==> config.mk <==
export PLATFORM = sky130hd
export DESIGN_NAME = serdes_lane_sequencer
export DESIGN_NICKNAME = d
export VERILOG_FILES = /design/src/rtl/lane_seq_pkg.sv /design/src/rtl/lane_cfg_calc.sv /design/src/rtl/lane_wait_timer.sv /design/src/rtl/lane_seq_ctrl.sv /design/src/rtl/serdes_lane_sequencer.sv
export SDC_FILE = /design/constraint.sdc
export NUM_CORES = 1
export LEC_CHECK = 0
export ABC_AREA = 1
export ABC_CLOCK_PERIOD_IN_PS = 2009
export BUFFER_PORTS_ARGS = -buffer_cell sky130_fd_sc_hd__clkbuf_2
export CAP_MARGIN = 20
export CORE_ASPECT_RATIO = 0.75
export CORE_UTILIZATION = 51
export CTS_CLUSTER_SIZE = 28
export DETAILED_ROUTE_END_ITERATION = 10
export PLACE_DENSITY = 0.76
export SLEW_MARGIN = 20
export SYNTH_ARGS = -nofsm -noshare
export SYNTH_HDL_FRONTEND = slang
export SYNTH_SLANG_ARGS = --single-unit
==> constraint.sdc <==
create_clock -name clk -period 2.01 [get_ports clk]
set_input_delay 0.402 -clock clk [delete_from_list [all_inputs] [get_ports clk]]
set_output_delay 0.402 -clock clk [all_outputs]
set_load 0.05 [all_outputs]
==> src/rtl/lane_seq_pkg.sv <==
// Shared types for the lane power-up sequencer.
// Assumes: one lane per instance; the multiplier fits in 8 bits.
package lane_seq_pkg;

    localparam int MULT_W = 8;

    // Failure codes reported on the error output; their values are visible at the top
    typedef enum logic [2:0] {
        ERR_NONE  = 3'd0,
        ERR_PLL   = 3'd1,
        ERR_CM    = 3'd2,
        ERR_RXPLL = 3'd3,
        ERR_TX    = 3'd4
    } lane_err_e;

    typedef enum logic [3:0] {
        ST_IDLE,
        ST_FIELDS,
        ST_MULT,
        ST_TERM,
        ST_REFEN,
        ST_WREF,
        ST_WRST,
        ST_WPLL,
        ST_WCM,
        ST_WLANE,
        ST_DONE,
        ST_FAIL
    } lane_state_e;

    typedef struct packed {
        logic              sel10b;
        logic [1:0]        tx_rate;
        logic [1:0]        rx_rate;
        logic [MULT_W-1:0] mult;
        logic              div2;
    } lane_cfg_t;

    typedef struct packed {
        logic      rx_rst;
        logic      tx_rst;
        logic      phy_rst;
        logic      rx_term;
        logic      ref_en;
        logic      pll_en;
        logic      cm_en;
        logic      rxpll_en;
        logic      tx_en;
        logic      tx_data_en;
        logic      rx_data_en;
        logic      tx_inv;
        logic      rx_inv;
        logic      loopbk;
        lane_cfg_t cfg;
    } lane_ctl_t;

    localparam lane_ctl_t CTL_RESET = '{
        rx_rst: 1'b1, tx_rst: 1'b1, phy_rst: 1'b1, rx_term: 1'b1,
        ref_en: 1'b0, pll_en: 1'b0, cm_en: 1'b0, rxpll_en: 1'b0,
        tx_en: 1'b0, tx_data_en: 1'b0, rx_data_en: 1'b0,
        tx_inv: 1'b0, rx_inv: 1'b0, loopbk: 1'b0, cfg: '0
    };

endpackage

==> src/rtl/lane_cfg_calc.sv <==
// Derives the lane width, rate codes, multiplier and reference divide
// from the captured format, speed and reference clock selects.
// Assumes: pure combinational; its inputs are held stable by the controller.
module lane_cfg_calc
    import lane_seq_pkg::*;
(
    input  logic      single_mode,
    input  logic      fast_speed,
    input  logic      ref_is_125,
    output lane_cfg_t cfg
);

    localparam int MULT_125_BASE = 40;
    localparam int MULT_125_FAST = 50;
    localparam int MULT_25_BASE  = 100;
    localparam int MULT_25_FAST  = 125;

    logic fast_single;
    assign fast_single = single_mode && fast_speed;

    // Map the selects onto the configuration fields
    always_comb begin
        cfg.sel10b  = single_mode;
        cfg.tx_rate = !single_mode ? 2'd0 : (fast_speed ? 2'd1 : 2'd2);
        cfg.rx_rate = cfg.tx_rate;
        cfg.div2    = ref_is_125;
        if (ref_is_125)
            cfg.mult = fast_single ? MULT_W'(MULT_125_FAST) : MULT_W'(MULT_125_BASE);
        else
            cfg.mult = fast_single ? MULT_W'(MULT_25_FAST) : MULT_W'(MULT_25_BASE);
    end

endmodule

==> src/rtl/lane_wait_timer.sv <==
// Down-counter for the timed waits. A load of N raises expired for one
// cycle, N edges after the load edge.
// Assumes: load_val is at least 1; a load takes priority over counting.
module lane_wait_timer #(
    parameter int TW = 8
) (
    input  logic          clk,
    input  logic          rst_n,
    input  logic          load,
    input  logic [TW-1:0] load_val,
    output logic          expired
);

    logic [TW-1:0] cnt;
    logic          running;

    // Count down the loaded interval, then stop
    always_ff @(posedge clk) begin
        if (!rst_n) begin
            cnt     <= '0;
            running <= 1'b0;
        end else if (load) begin
            cnt     <= load_val - TW'(1);
            running <= 1'b1;
        end else if (running && cnt != '0) begin
            cnt <= cnt - TW'(1);
        end else begin
            running <= 1'b0;
        end
    end

    assign expired = running && (cnt == '0);

    p_load_nonzero_r5: assert property (@(posedge clk) disable iff (!rst_n)
        load |-> (load_val != '0));

    p_expire_single_r5: assert property (@(posedge clk) disable iff (!rst_n)
        (expired && !load) |=> !expired);

endmodule

==> src/rtl/lane_seq_ctrl.sv <==
// Ordered enable sequence: applies the fields, runs the timed waits,
// checks each status input and reports done or a stage-specific error.
// Assumes: the status inputs are sampled only when a wait expires.
module lane_seq_ctrl
    import lane_seq_pkg::*;
#(
    parameter int TW       = 8,
    parameter int ONE_MS   = 4,
    parameter int SEVEN_MS = 28
) (
    input  logic          clk,
    input  logic          rst_n,
    input  logic          start,
    input  logic          cfg_single,
    input  logic          cfg_fast,
    input  logic          cfg_ref125,
    input  logic          cfg_tx_inv,
    input  logic          cfg_rx_inv,
    input  logic          cfg_loop,
    input  lane_cfg_t     cfg_in,
    input  logic          stat_pll,
    input  logic          stat_cm,
    input  logic          stat_rxpll,
    input  logic          stat_tx,
    input  logic          tmr_expired,
    output logic [2:0]    sel_q,
    output logic          tmr_load,
    output logic [TW-1:0] tmr_val,
    output lane_ctl_t     ctl,
    output logic          done,
    output lane_err_e     err
);

    lane_state_e state;
    logic [2:0]  opt_q;

    // Decide when the wait timer is (re)loaded and with which interval
    always_comb begin
        tmr_load = 1'b0;
        tmr_val  = TW'(ONE_MS);
        case (state)
            ST_REFEN: tmr_load = 1'b1;
            ST_WREF:  tmr_load = tmr_expired;
            ST_WRST: begin
                tmr_load = tmr_expired;
                tmr_val  = TW'(SEVEN_MS);
            end
            ST_WPLL:  tmr_load = tmr_expired && stat_pll;
            ST_WCM:   tmr_load = tmr_expired && stat_cm;
            default:  tmr_load = 1'b0;
        endcase
    end

    // Sequence state and registered lane controls
    always_ff @(posedge clk) begin
        if (!rst_n) begin
            state <= ST_IDLE;
            ctl   <= CTL_RESET;
            done  <= 1'b0;
            err   <= ERR_NONE;
            sel_q <= '0;
            opt_q <= '0;
        end else if (start) begin
            state <= ST_FIELDS;
            ctl   <= CTL_RESET;
            done  <= 1'b0;
            err   <= ERR_NONE;
            sel_q <= {cfg_single, cfg_fast, cfg_ref125};
            opt_q <= {cfg_tx_inv, cfg_rx_inv, cfg_loop};
        end else begin
            case (state)
                ST_FIELDS: begin
                    ctl.cfg.sel10b  <= cfg_in.sel10b;
                    ctl.cfg.tx_rate <= cfg_in.tx_rate;
                    ctl.cfg.rx_rate <= cfg_in.rx_rate;
                    ctl.tx_inv      <= opt_q[2];
                    ctl.rx_inv      <= opt_q[1];
                    ctl.loopbk      <= opt_q[0];
                    ctl.rx_rst      <= 1'b0;
                    ctl.tx_rst      <= 1'b0;
                    state           <= ST_MULT;
                end
                ST_MULT: begin
                    ctl.cfg.mult <= cfg_in.mult;
                    ctl.cfg.div2 <= cfg_in.div2;
                    state        <= ST_TERM;
                end
                ST_TERM: begin
                    ctl.rx_term <= 1'b0;
                    state       <= ST_REFEN;
                end
                ST_REFEN: begin
                    ctl.ref_en <= 1'b1;
                    state      <= ST_WREF;
                end
                ST_WREF: if (tmr_expired) begin
                    ctl.phy_rst <= 1'b0;
                    state       <= ST_WRST;
                end
                ST_WRST: if (tmr_expired) begin
                    ctl.pll_en <= 1'b1;
                    state      <= ST_WPLL;
                end
                ST_WPLL: if (tmr_expired) begin
                    if (stat_pll) begin
                        ctl.cm_en <= 1'b1;
                        state     <= ST_WCM;
                    end else begin
                        err   <= ERR_PLL;
                        state <= ST_FAIL;
                    end
                end
                ST_WCM: if (tmr_expired) begin
                    if (stat_cm) begin
                        ctl.rxpll_en <= 1'b1;
                        ctl.tx_en    <= 1'b1;
                        state        <= ST_WLANE;
                    end else begin
                        err   <= ERR_CM;
                        state <= ST_FAIL;
                    end
                end
                ST_WLANE: if (tmr_expired) begin
                    if (!stat_rxpll) begin
                        err   <= ERR_RXPLL;
                        state <= ST_FAIL;
                    end else if (!stat_tx) begin
                        err   <= ERR_TX;
                        state <= ST_FAIL;
                    end else begin
                        ctl.tx_data_en <= 1'b1;
                        ctl.rx_data_en <= 1'b1;
                        done           <= 1'b1;
                        state          <= ST_DONE;
                    end
                end
                default: state <= state;
            endcase
        end
    end

    p_done_err_excl_r10: assert property (@(posedge clk) disable iff (!rst_n)
        !(done && err != ERR_NONE));

    p_err_holds_r10: assert property (@(posedge clk) disable iff (!rst_n)
        (err != ERR_NONE && !start) |=> $stable(err) && $stable(ctl));

    p_phy_after_ref_r5: assert property (@(posedge clk) disable iff (!rst_n)
        !ctl.phy_rst |-> ctl.ref_en);

    p_cm_needs_pll_r6: assert property (@(posedge clk) disable iff (!rst_n)
        ctl.cm_en |-> ctl.pll_en);

    p_lanes_need_cm_r7: assert property (@(posedge clk) disable iff (!rst_n)
        ctl.rxpll_en |-> ctl.cm_en);

    p_data_after_locks_r9: assert property (@(posedge clk) disable iff (!rst_n)
        $rose(ctl.tx_data_en) |-> $past(stat_rxpll && stat_tx));

    p_mult_legal_r3: assert property (@(posedge clk) disable iff (!rst_n)
        ctl.pll_en |-> (ctl.cfg.mult == 8'd40 || ctl.cfg.mult == 8'd50 ||
                        ctl.cfg.mult == 8'd100 || ctl.cfg.mult == 8'd125));

    p_restart_clears_r11: assert property (@(posedge clk) disable iff (!rst_n)
        start |=> (!done && err == ERR_NONE && !ctl.ref_en && ctl.phy_rst));

endmodule

==> src/rtl/serdes_lane_sequencer.sv <==
// Top of the lane power-up sequencer: the configuration derivation,
// the wait timer and the sequence controller.
// Assumes: CYC_PER_MS is the number of clk cycles in one millisecond.
module serdes_lane_sequencer #(
    parameter int CYC_PER_MS = 125000
) (
    input  logic       clk,
    input  logic       rst_n,
    input  logic       start,
    input  logic       cfg_single,
    input  logic       cfg_fast,
    input  logic       cfg_ref125,
    input  logic       cfg_tx_inv,
    input  logic       cfg_rx_inv,
    input  logic       cfg_loop,
    input  logic       stat_pll,
    input  logic       stat_cm,
    input  logic       stat_rxpll,
    input  logic       stat_tx,
    output logic       lane_sel_10b,
    output logic [1:0] tx_rate,
    output logic [1:0] rx_rate,
    output logic [7:0] pll_mult,
    output logic       ref_div2,
    output logic       tx_invert,
    output logic       rx_invert,
    output logic       lane_loopback,
    output logic       rx_reset,
    output logic       tx_reset,
    output logic       rx_term_en,
    output logic       ref_clk_en,
    output logic       phy_reset,
    output logic       pll_en,
    output logic       txcm_en,
    output logic       rxpll_en,
    output logic       tx_en,
    output logic       tx_data_en,
    output logic       rx_data_en,
    output logic       seq_done,
    output logic [2:0] seq_err
);
    import lane_seq_pkg::*;

    localparam int ONE_MS   = CYC_PER_MS;
    localparam int SEVEN_MS = 7 * CYC_PER_MS;
    localparam int TW       = $clog2(SEVEN_MS + 1);

    logic [2:0]    sel_q;
    lane_cfg_t     cfg_calc;
    lane_ctl_t     ctl;
    logic          tmr_load;
    logic          tmr_expired;
    logic [TW-1:0] tmr_val;
    lane_err_e     err;

    lane_cfg_calc u_calc (
        .single_mode (sel_q[2]),
        .fast_speed  (sel_q[1]),
        .ref_is_125  (sel_q[0]),
        .cfg         (cfg_calc)
    );

    lane_wait_timer #(.TW(TW)) u_timer (
        .clk      (clk),
        .rst_n    (rst_n),
        .load     (tmr_load),
        .load_val (tmr_val),
        .expired  (tmr_expired)
    );

    lane_seq_ctrl #(.TW(TW), .ONE_MS(ONE_MS), .SEVEN_MS(SEVEN_MS)) u_ctrl (
        .clk         (clk),
        .rst_n       (rst_n),
        .start       (start),
        .cfg_single  (cfg_single),
        .cfg_fast    (cfg_fast),
        .cfg_ref125  (cfg_ref125),
        .cfg_tx_inv  (cfg_tx_inv),
        .cfg_rx_inv  (cfg_rx_inv),
        .cfg_loop    (cfg_loop),
        .cfg_in      (cfg_calc),
        .stat_pll    (stat_pll),
        .stat_cm     (stat_cm),
        .stat_rxpll  (stat_rxpll),
        .stat_tx     (stat_tx),
        .tmr_expired (tmr_expired),
        .sel_q       (sel_q),
        .tmr_load    (tmr_load),
        .tmr_val     (tmr_val),
        .ctl         (ctl),
        .done        (seq_done),
        .err         (err)
    );

    assign lane_sel_10b  = ctl.cfg.sel10b;
    assign tx_rate       = ctl.cfg.tx_rate;
    assign rx_rate       = ctl.cfg.rx_rate;
    assign pll_mult      = ctl.cfg.mult;
    assign ref_div2      = ctl.cfg.div2;
    assign tx_invert     = ctl.tx_inv;
    assign rx_invert     = ctl.rx_inv;
    assign lane_loopback = ctl.loopbk;
    assign rx_reset      = ctl.rx_rst;
    assign tx_reset      = ctl.tx_rst;
    assign rx_term_en    = ctl.rx_term;
    assign ref_clk_en    = ctl.ref_en;
    assign phy_reset     = ctl.phy_rst;
    assign pll_en        = ctl.pll_en;
    assign txcm_en       = ctl.cm_en;
    assign rxpll_en      = ctl.rxpll_en;
    assign tx_en         = ctl.tx_en;
    assign tx_data_en    = ctl.tx_data_en;
    assign rx_data_en    = ctl.rx_data_en;
    assign seq_err       = err;

endmodule

==> results.json, run 1 <==
{
  "postLayoutCoreUtil": 0.777,
  "critPathArrivalTime_ns": 2.38,
  "crit_start": "u_ctrl.state[0]",
  "drtPass1Iterations": 5,
  "wl_per_cell_um": 15.2,
  "yosysWarnings": 0,
  "multiInputGateArea_um2": 1670,
  "status": "complete, but fails checks",
  "rr_endpoint": "u_timer.cnt[17]",
  "design.portCount": 45,
  "grt_pass1_vias": 2777,
  "antenna_found_initial": 0,
  "max-slew-margin-rel": 0.669,
  "fin_ws_ns": -0.143,
  "crit-reg2reg-launch": "u_ctrl.state[0]",
  "crit_path_end_kind": "register",
  "grt_max_degree": 22,
  "crit_path_max_fanout": 5,
  "finalSetupViolCount": 15,
  "fin_skew_ns": 0.00797,
  "cts_buffers": 5,
  "timing_hold_violations_final": 0,
  "violations": "setup timing",
  "syn_inst": 418,
  "rows": 22,
  "max_freq_ghz": 0.465,
  "maxCapViolCount": 0,
  "hold_path_class": "input port to register",
  "grt_first_pass_wirelength_mm": 12.9,
  "period_share": 1.07,
  "start_util": 0.551,
  "cts.path.max_buffers": 2,
  "syn_area_um2": 2810,
  "die_w_um": 87.6,
  "yosys_register_bits": 55,
  "synth_nets": 433,
  "rsz0062_at_grt": "yes",
  "finalWeightedCongestion": 0.990,
  "clock_tree.root_cell": "clkbuf_8",
  "slew_violations": 0,
  "n_antenna_cell": 0,
  "core_um2": 5090,
  "synth_cell_types": 33,
  "worstSkewPairLatency_ns": 0.32,
  "tightest_slew_ns": 0.493,
  "portBuffers": 43,
  "fin_crit_ns": 2.15,
  "nFillCells": 353,
  "overflow": 0,
  "syn_avg_cell_area_um2": 6.71,
  "cts_tree": "built",
  "whs_ns": 0.298,
  "via_per_inst": 5.45,
  "grt_usage": 0.289,
  "vias": 3283,
  "post-dp-hpwl_mm": 5.75,
  "syn_to_final_growth_pct": 41.0,
  "crit_chain": "nor2_4 > inv_1 > nand3_2 > nand3_4 > nand3_4 > buf_4 > nand3b_1 > nor2_2 > nand2_2 > nor2_4 > nand2_2 > nor2_4 > nand2_1 > nand2_1 > nor2_1",
  "nNetsFinal": 544,
  "route.detailed.drc": 0,
  "cpMaxStageDelayCell": "dfxtp_4",
  "cts_max_level": 2,
  "clkTransAtPathRegs_ns": 0.11,
  "drive_above_1_share": 0.379,
  "cp.required_ns": 2.24,
  "die_area_um2": 5800,
  "ff2ff_setup_slack_ns": -0.14,
  "clock-sinks": 55,
  "first_iter_violations": 359,
  "criticalPathCategory": "register to register",
  "drt_wl_total_mm": 9.15,
  "seqCellArea_um2": 1110,
  "crit_top_cell": "nor2_4",
  "crit_path_start_kind": "register",
  "ant_nets": 0,
  "reg2reg_depth": 15,
  "endpoint": "u_timer.cnt[17]",
  "chipHeight_um": 66.2,
  "cp_slowest_stage_delay_ns": 0.39,
  "ys_seq_area_frac": 0.393
}
## how the worst min path moves through the flow
stage | startpoint | slack (ns) | cells after the start | end
floorplan | u_ctrl.opt_q[2] | 0.46 | 2 | u_ctrl.opt_q[2]
global placement | u_ctrl.ctl[24] | 0.43 | 2 | u_ctrl.ctl[24]
detailed placement | u_ctrl.ctl[23] | 0.45 | 2 | u_ctrl.ctl[23]
CTS | cfg_loop | 0.30 | 3 | u_ctrl.opt_q[0]
global route | cfg_rx_inv | 0.29 | 3 | u_ctrl.opt_q[1]
finish | cfg_loop | 0.30 | 3 | u_ctrl.opt_q[0]
## stage by stage
step                cell area [µm²]  TNS (ns)  instances  worst slack [ns]
detailed placement             3480     -2.61        580            -0.257
global placement               3480     -2.09        580            -0.233
global route                   3960     -3.08        602            -0.256
floorplan                      2810         0        418             0.132
CTS                            3740    -0.408        594           -0.0658
finish                         3960     -1.29        602            -0.143
## sequential cells by signal (all words and copies together), names as in the netlist
| signal | count |
|---|---|
| u_ctrl.ctl | 21 |
| u_timer.cnt | 20 |
| u_ctrl.state | 4 |
| u_ctrl.err | 3 |
| u_ctrl.opt_q | 3 |
| u_ctrl.sel_q | 3 |
| u_timer.running | 1 |
## layout make-up
cell class,count,share of cell area
inverter,52,0.0493
sequential,55,0.281
clock inverter,3,0.00664
tap,72,0.0228
timing repair buffer,118,0.200
multi-input combinational,297,0.423
clock buffer,5,0.0174
## cells in the mapped netlist
cell | number | area share
nand2_1 | 82 | 0.11
nor2_1 | 79 | 0.11
dfxtp_1 | 55 | 0.39
inv_1 | 49 | 0.066
o21ai_0 | 32 | 0.057
nand3_1 | 24 | 0.043
a21oi_1 | 20 | 0.036
nor2_2 | 11 | 0.025
buf_4 | 8 | 0.021
nand2_2 | 6 | 0.013
nand3_2 | 6 | 0.021
clkbuf_1 | 5 | 0.0067
a31oi_1 | 4 | 0.0089
nor3_1 | 4 | 0.0071
o21ai_1 | 3 | 0.0054
o31ai_1 | 3 | 0.0080
a211oi_1 | 2 | 0.0054
a21boi_0 | 2 | 0.0054
ha_1 | 2 | 0.0089
inv_2 | 2 | 0.0027
nand4_1 | 2 | 0.0045
nor2_4 | 2 | 0.0080
nor4_1 | 2 | 0.0045
o2111ai_1 | 2 | 0.0062
o211ai_1 | 2 | 0.0054
or2_2 | 2 | 0.0045
buf_2 | 1 | 0.0018
buf_6 | 1 | 0.0040
clkinv_1 | 1 | 0.0013
conb_1 | 1 | 0.0013
nand3b_1 | 1 | 0.0027
nand4_2 | 1 | 0.0045
xor2_1 | 1 | 0.0031
## cell families (layout without fill, tap and decap cells)
group                      Yosys count  in the layout  share of synthesized area
xor gates and xnor gates             1              1                    0.00312
adders and majority gates            2              2                    0.00892
DFF                                 55             55                      0.393
buffers and inverters               67            178                      0.103
other                                1              1                    0.00134
AOI/OAI and AO/OA                   70             70                      0.137
and+or+nand+nor                    222            223                      0.353
## metal layers
metal,part of all wire,track usage
met1,0.43,0.404
met2,0.46,0.453
met3,0.078,0.0549
met4,0.036,0.0758
met5,0,0
## worst max-delay path: cells and delay by family (launching register included)
| family | cells | cell delay, ns |
|---|---|---|
| buffers and inverters | 2 | 0.21 |
| flip-flops | 1 | 0.39 |
| AND/OR/NAND/NOR | 13 | 1.45 |
## cells in the final DEF, fill, tap and decap left out, types with 4 or more instances in the layout
| cell type | Yosys | final |
|---|---|---|
| inv_1 | 49 | 47 |
| nand2_2 | 6 | 16 |
| dfxtp_2 | 0 | 7 |
| buf_4 | 8 | 72 |
| clkbuf_8 | 0 | 5 |
| o21ai_1 | 3 | 5 |
| a21oi_1 | 20 | 20 |
| nand3_2 | 6 | 9 |
| inv_2 | 2 | 4 |
| a31oi_1 | 4 | 4 |
| clkbuf_2 | 0 | 43 |
| nor2_4 | 2 | 16 |
| nand2_1 | 82 | 70 |
| nor2_1 | 79 | 66 |
| nor3_1 | 4 | 4 |
| dfxtp_1 | 55 | 47 |
| nand3_1 | 24 | 16 |
| nand3_4 | 0 | 6 |
| o21ai_0 | 32 | 29 |
| nor2_2 | 11 | 10 |
## timing repair
item,4_1_cts,5_1_grt
setup buffers,5,8
pin swaps,13,18
resized for setup,31,45
cloned,1,0
endpoints found under the setup margin,17,18
hold buffers,0,0
Power of run 1 is left out: the tool's default activity adds up to more than one toggle a clock period on the data nets, which glitch-free logic cannot reach.
==> run 2, diff against run 1 <==
--- a/config.mk
+++ b/config.mk
@@ -5,7 +5,6 @@
 export SDC_FILE = /design/constraint.sdc
 export NUM_CORES = 1
 export LEC_CHECK = 0
-export ABC_AREA = 1
 export ABC_CLOCK_PERIOD_IN_PS = 2009
 export BUFFER_PORTS_ARGS = -buffer_cell sky130_fd_sc_hd__clkbuf_2
 export CAP_MARGIN = 20
==> results.json, run 2 <==
{
  "status": "complete, but fails checks",
  "violations": "setup timing",
  "ant_nets": 0,
  "first_iter_violations": 213,
  "cts_max_level": 2,
  "synth_top_area_cell": "dfxtp_1",
  "whs_ns": 0.319,
  "grt_usage": 0.281,
  "final_common_cell": "buf_4",
  "finalWeightedCongestion": 0.914,
  "synth_cell_types": 58,
  "nFillCells": 404,
  "synthArstFlopShare": 0,
  "cp_slowest_stage_delay_ns": 0.52,
  "yosys_register_bits": 55,
  "die_w_um": 87.1,
  "worstSkewPairLatency_ns": 0.31,
  "synth_top_cell_area_share": 0.397,
  "vdd_ir_drop_max_v": 0.000472,
  "clock_tree.root_cell": "clkbuf_8",
  "met3_usage": 0.0724,
  "cpMaxStageDelayCell": "or4_4",
  "fin_tns_setup_ns": -3.98,
  "ys.flop_type": "dfxtp_1",
  "drive_above_1_share": 0.387,
  "p_per_area_nw_per_um2": 517,
  "clkTransAtPathRegs_ns": 0.10,
  "crit_chain": "or4_4 > or3_4 > buf_4 > o41ai_4 > buf_4 > a21boi_1 > o21ba_2",
  "grt_first_pass_wirelength_mm": 12.7,
  "p_leak_nw": 1.61,
  "crit_path_max_fanout": 6,
  "cp_num_buf_inv": 2,
  "final_cell_mix": "75 x buf_4, 53 x dfxtp_1, 43 x clkbuf_2",
  "yosys-top-cells-count": "55 x dfxtp_1, 31 x nor2_1, 29 x nand2_1",
  "multiInputGateArea_um2": 1640,
  "top_regs": "u_ctrl.ctl (21), u_timer.cnt (20), u_ctrl.state (4)",
  "cts_buffers": 5,
  "grt_use_met2": 0.423,
  "design.portCount": 45,
  "slew_violations": 0,
  "cp.required_ns": 2.23,
  "path_delay_family": "simple AND/OR/NAND/NOR gates",
  "grt_max_degree": 19,
  "vias": 2970,
  "syn_avg_cell_area_um2": 8.53,
  "yosysWarnings": 0,
  "synth_area_leaders": "dfxtp_1 40%, a21oi_1 4.5%, nor2_1 4.2%, nand2_1 3.9%, mux2i_1 3.6%",
  "grt.met1_usage": 0.406,
  "wl_per_cell_um": 15.9,
  "rows": 22,
  "seqCellArea_um2": 1100,
  "syn_to_final_growth_pct": 36.7,
  "holdBufCountCts": 0,
  "period_share": 1.14,
  "critPathArrivalTime_ns": 2.51,
  "max_freq_ghz": 0.436,
  "clock-sinks": 55,
  "crit_path_start_kind": "register",
  "post-dp-hpwl_mm": 5.63,
  "overflow": 0,
  "fin_ws_ns": -0.282,
  "start_util": 0.547,
  "rsz0062_at_grt": "yes",
  "dpl_worst_slack_ns": -0.454,
  "synth_edf_count": 0,
  "synth_nets": 340,
  "postLayoutCoreUtil": 0.748,
  "fin_skew_ns": 0.00359,
  "grt_busiest_layer": "met2",
  "crit_top_cell": "buf_4",
  "criticalPathCategory": "register to register",
  "drt_wl_total_mm": 7.96,
  "core_um2": 5060,
  "regMostFlops": "u_ctrl.ctl",
  "timing_hold_violations_final": 0,
  "crit_path_end_kind": "register",
  "finalSetupViolCount": 21,
  "die_area_um2": 5740,
  "n_antenna_cell": 0,
  "ys_seq_area_frac": 0.397,
  "syn_area_um2": 2770,
  "chipHeight_um": 65.8,
  "syn_inst": 325,
  "nNetsFinal": 443,
  "cts.path.max_buffers": 2,
  "fin_crit_ns": 2.29,
  "drtPass1Iterations": 7,
  "hold_path_class": "input port to register",
  "cts_tree": "built",
  "maxCapViolCount": 0,
  "antenna_found_initial": 0,
  "portBuffers": 43,
  "via_per_inst": 5.93,
  "grt_pass1_vias": 2724,
  "largest_reg_flops": 21,
  "synth_most_common_cell": "dfxtp_1",
  "route.detailed.drc": 0
}
## run 2: changes by cell type in the layout (fill, tap and decap cells not counted), sizes merged, moves of 10 or more
cell   change
nand3     -27
nand2     -59
nor2      -61
o21ai     -22
inv       -42
mux2i     +10
## run 2: final cells by class
class | count | share of cell area
clock buffers | 5 | 0.0182
multi-input cells | 234 | 0.433
flip-flops and latches | 55 | 0.291
clock inverters | 3 | 0.00628
repair buffers | 122 | 0.217
inverters | 10 | 0.00991
well taps | 72 | 0.0238
## run 2: report_power, final
part / internal [mW] / leakage (nW) / switching (mW)
registers: 1.10 / 0.446 / 0.0127
clock network: 0.250 / 0.0408 / 0.386
logic: 0.0804 / 1.12 / 0.127
## run 2: metal layers
layer,wire [µm],vias up
met5,0,-
met4,74,0
met3,746,12
met2,3510,154
met1,3630,1403
li1,-,1401
## run 2: tightest hold or removal path: stages
cell and delay (ns):
clkbuf_2 0.08, mux2i_1 0.05, nor2_1 0.07
## run 2: cell families (layout without fill, tap and decap cells)
family          Yosys count  after routing  synth area share
simple gates            124            124             0.235
compound gates           89             89             0.231
flops                    55             55             0.397
buf+inv                  36            140            0.0650
mux                      10             10            0.0361
xor+xnor                  8              8            0.0253
fa+ha+maj                 2              2           0.00903
other cells               1              1           0.00135
## run 2: final timing paths
| kind | from | endpoint | slack, ns | cells after the start |
|---|---|---|---|---|
| max | u_timer.cnt[12] | u_timer.cnt[8] | -0.28 | 7 |
| min reg2reg | u_ctrl.ctl[25] | u_ctrl.ctl[25] | 0.46 | 2 |
| max reg2reg | u_timer.cnt[12] | u_timer.cnt[8] | -0.28 | 7 |
| min | cfg_fast | u_ctrl.sel_q[1] | 0.32 | 3 |
## run 2: through the flow
step / cells / total power [mW] / area [µm²]
floorplan: 325 / 1.25 / 2780
global placement: 481 / 1.32 / 3450
detailed placement: 481 / 1.33 / 3450
CTS: 493 / 1.96 / 3660
global route: 501 / 2.03 / 3790
finish: 501 / 1.96 / 3790
## run 2: timing repair
action / 4_1_cts / 5_1_grt
buffers inserted: 4 / 8
setup endpoints to repair: 26 / 29
pin swaps: 9 / 8
gates resized for setup: 24 / 18
(Power assumes the default switching activity.)
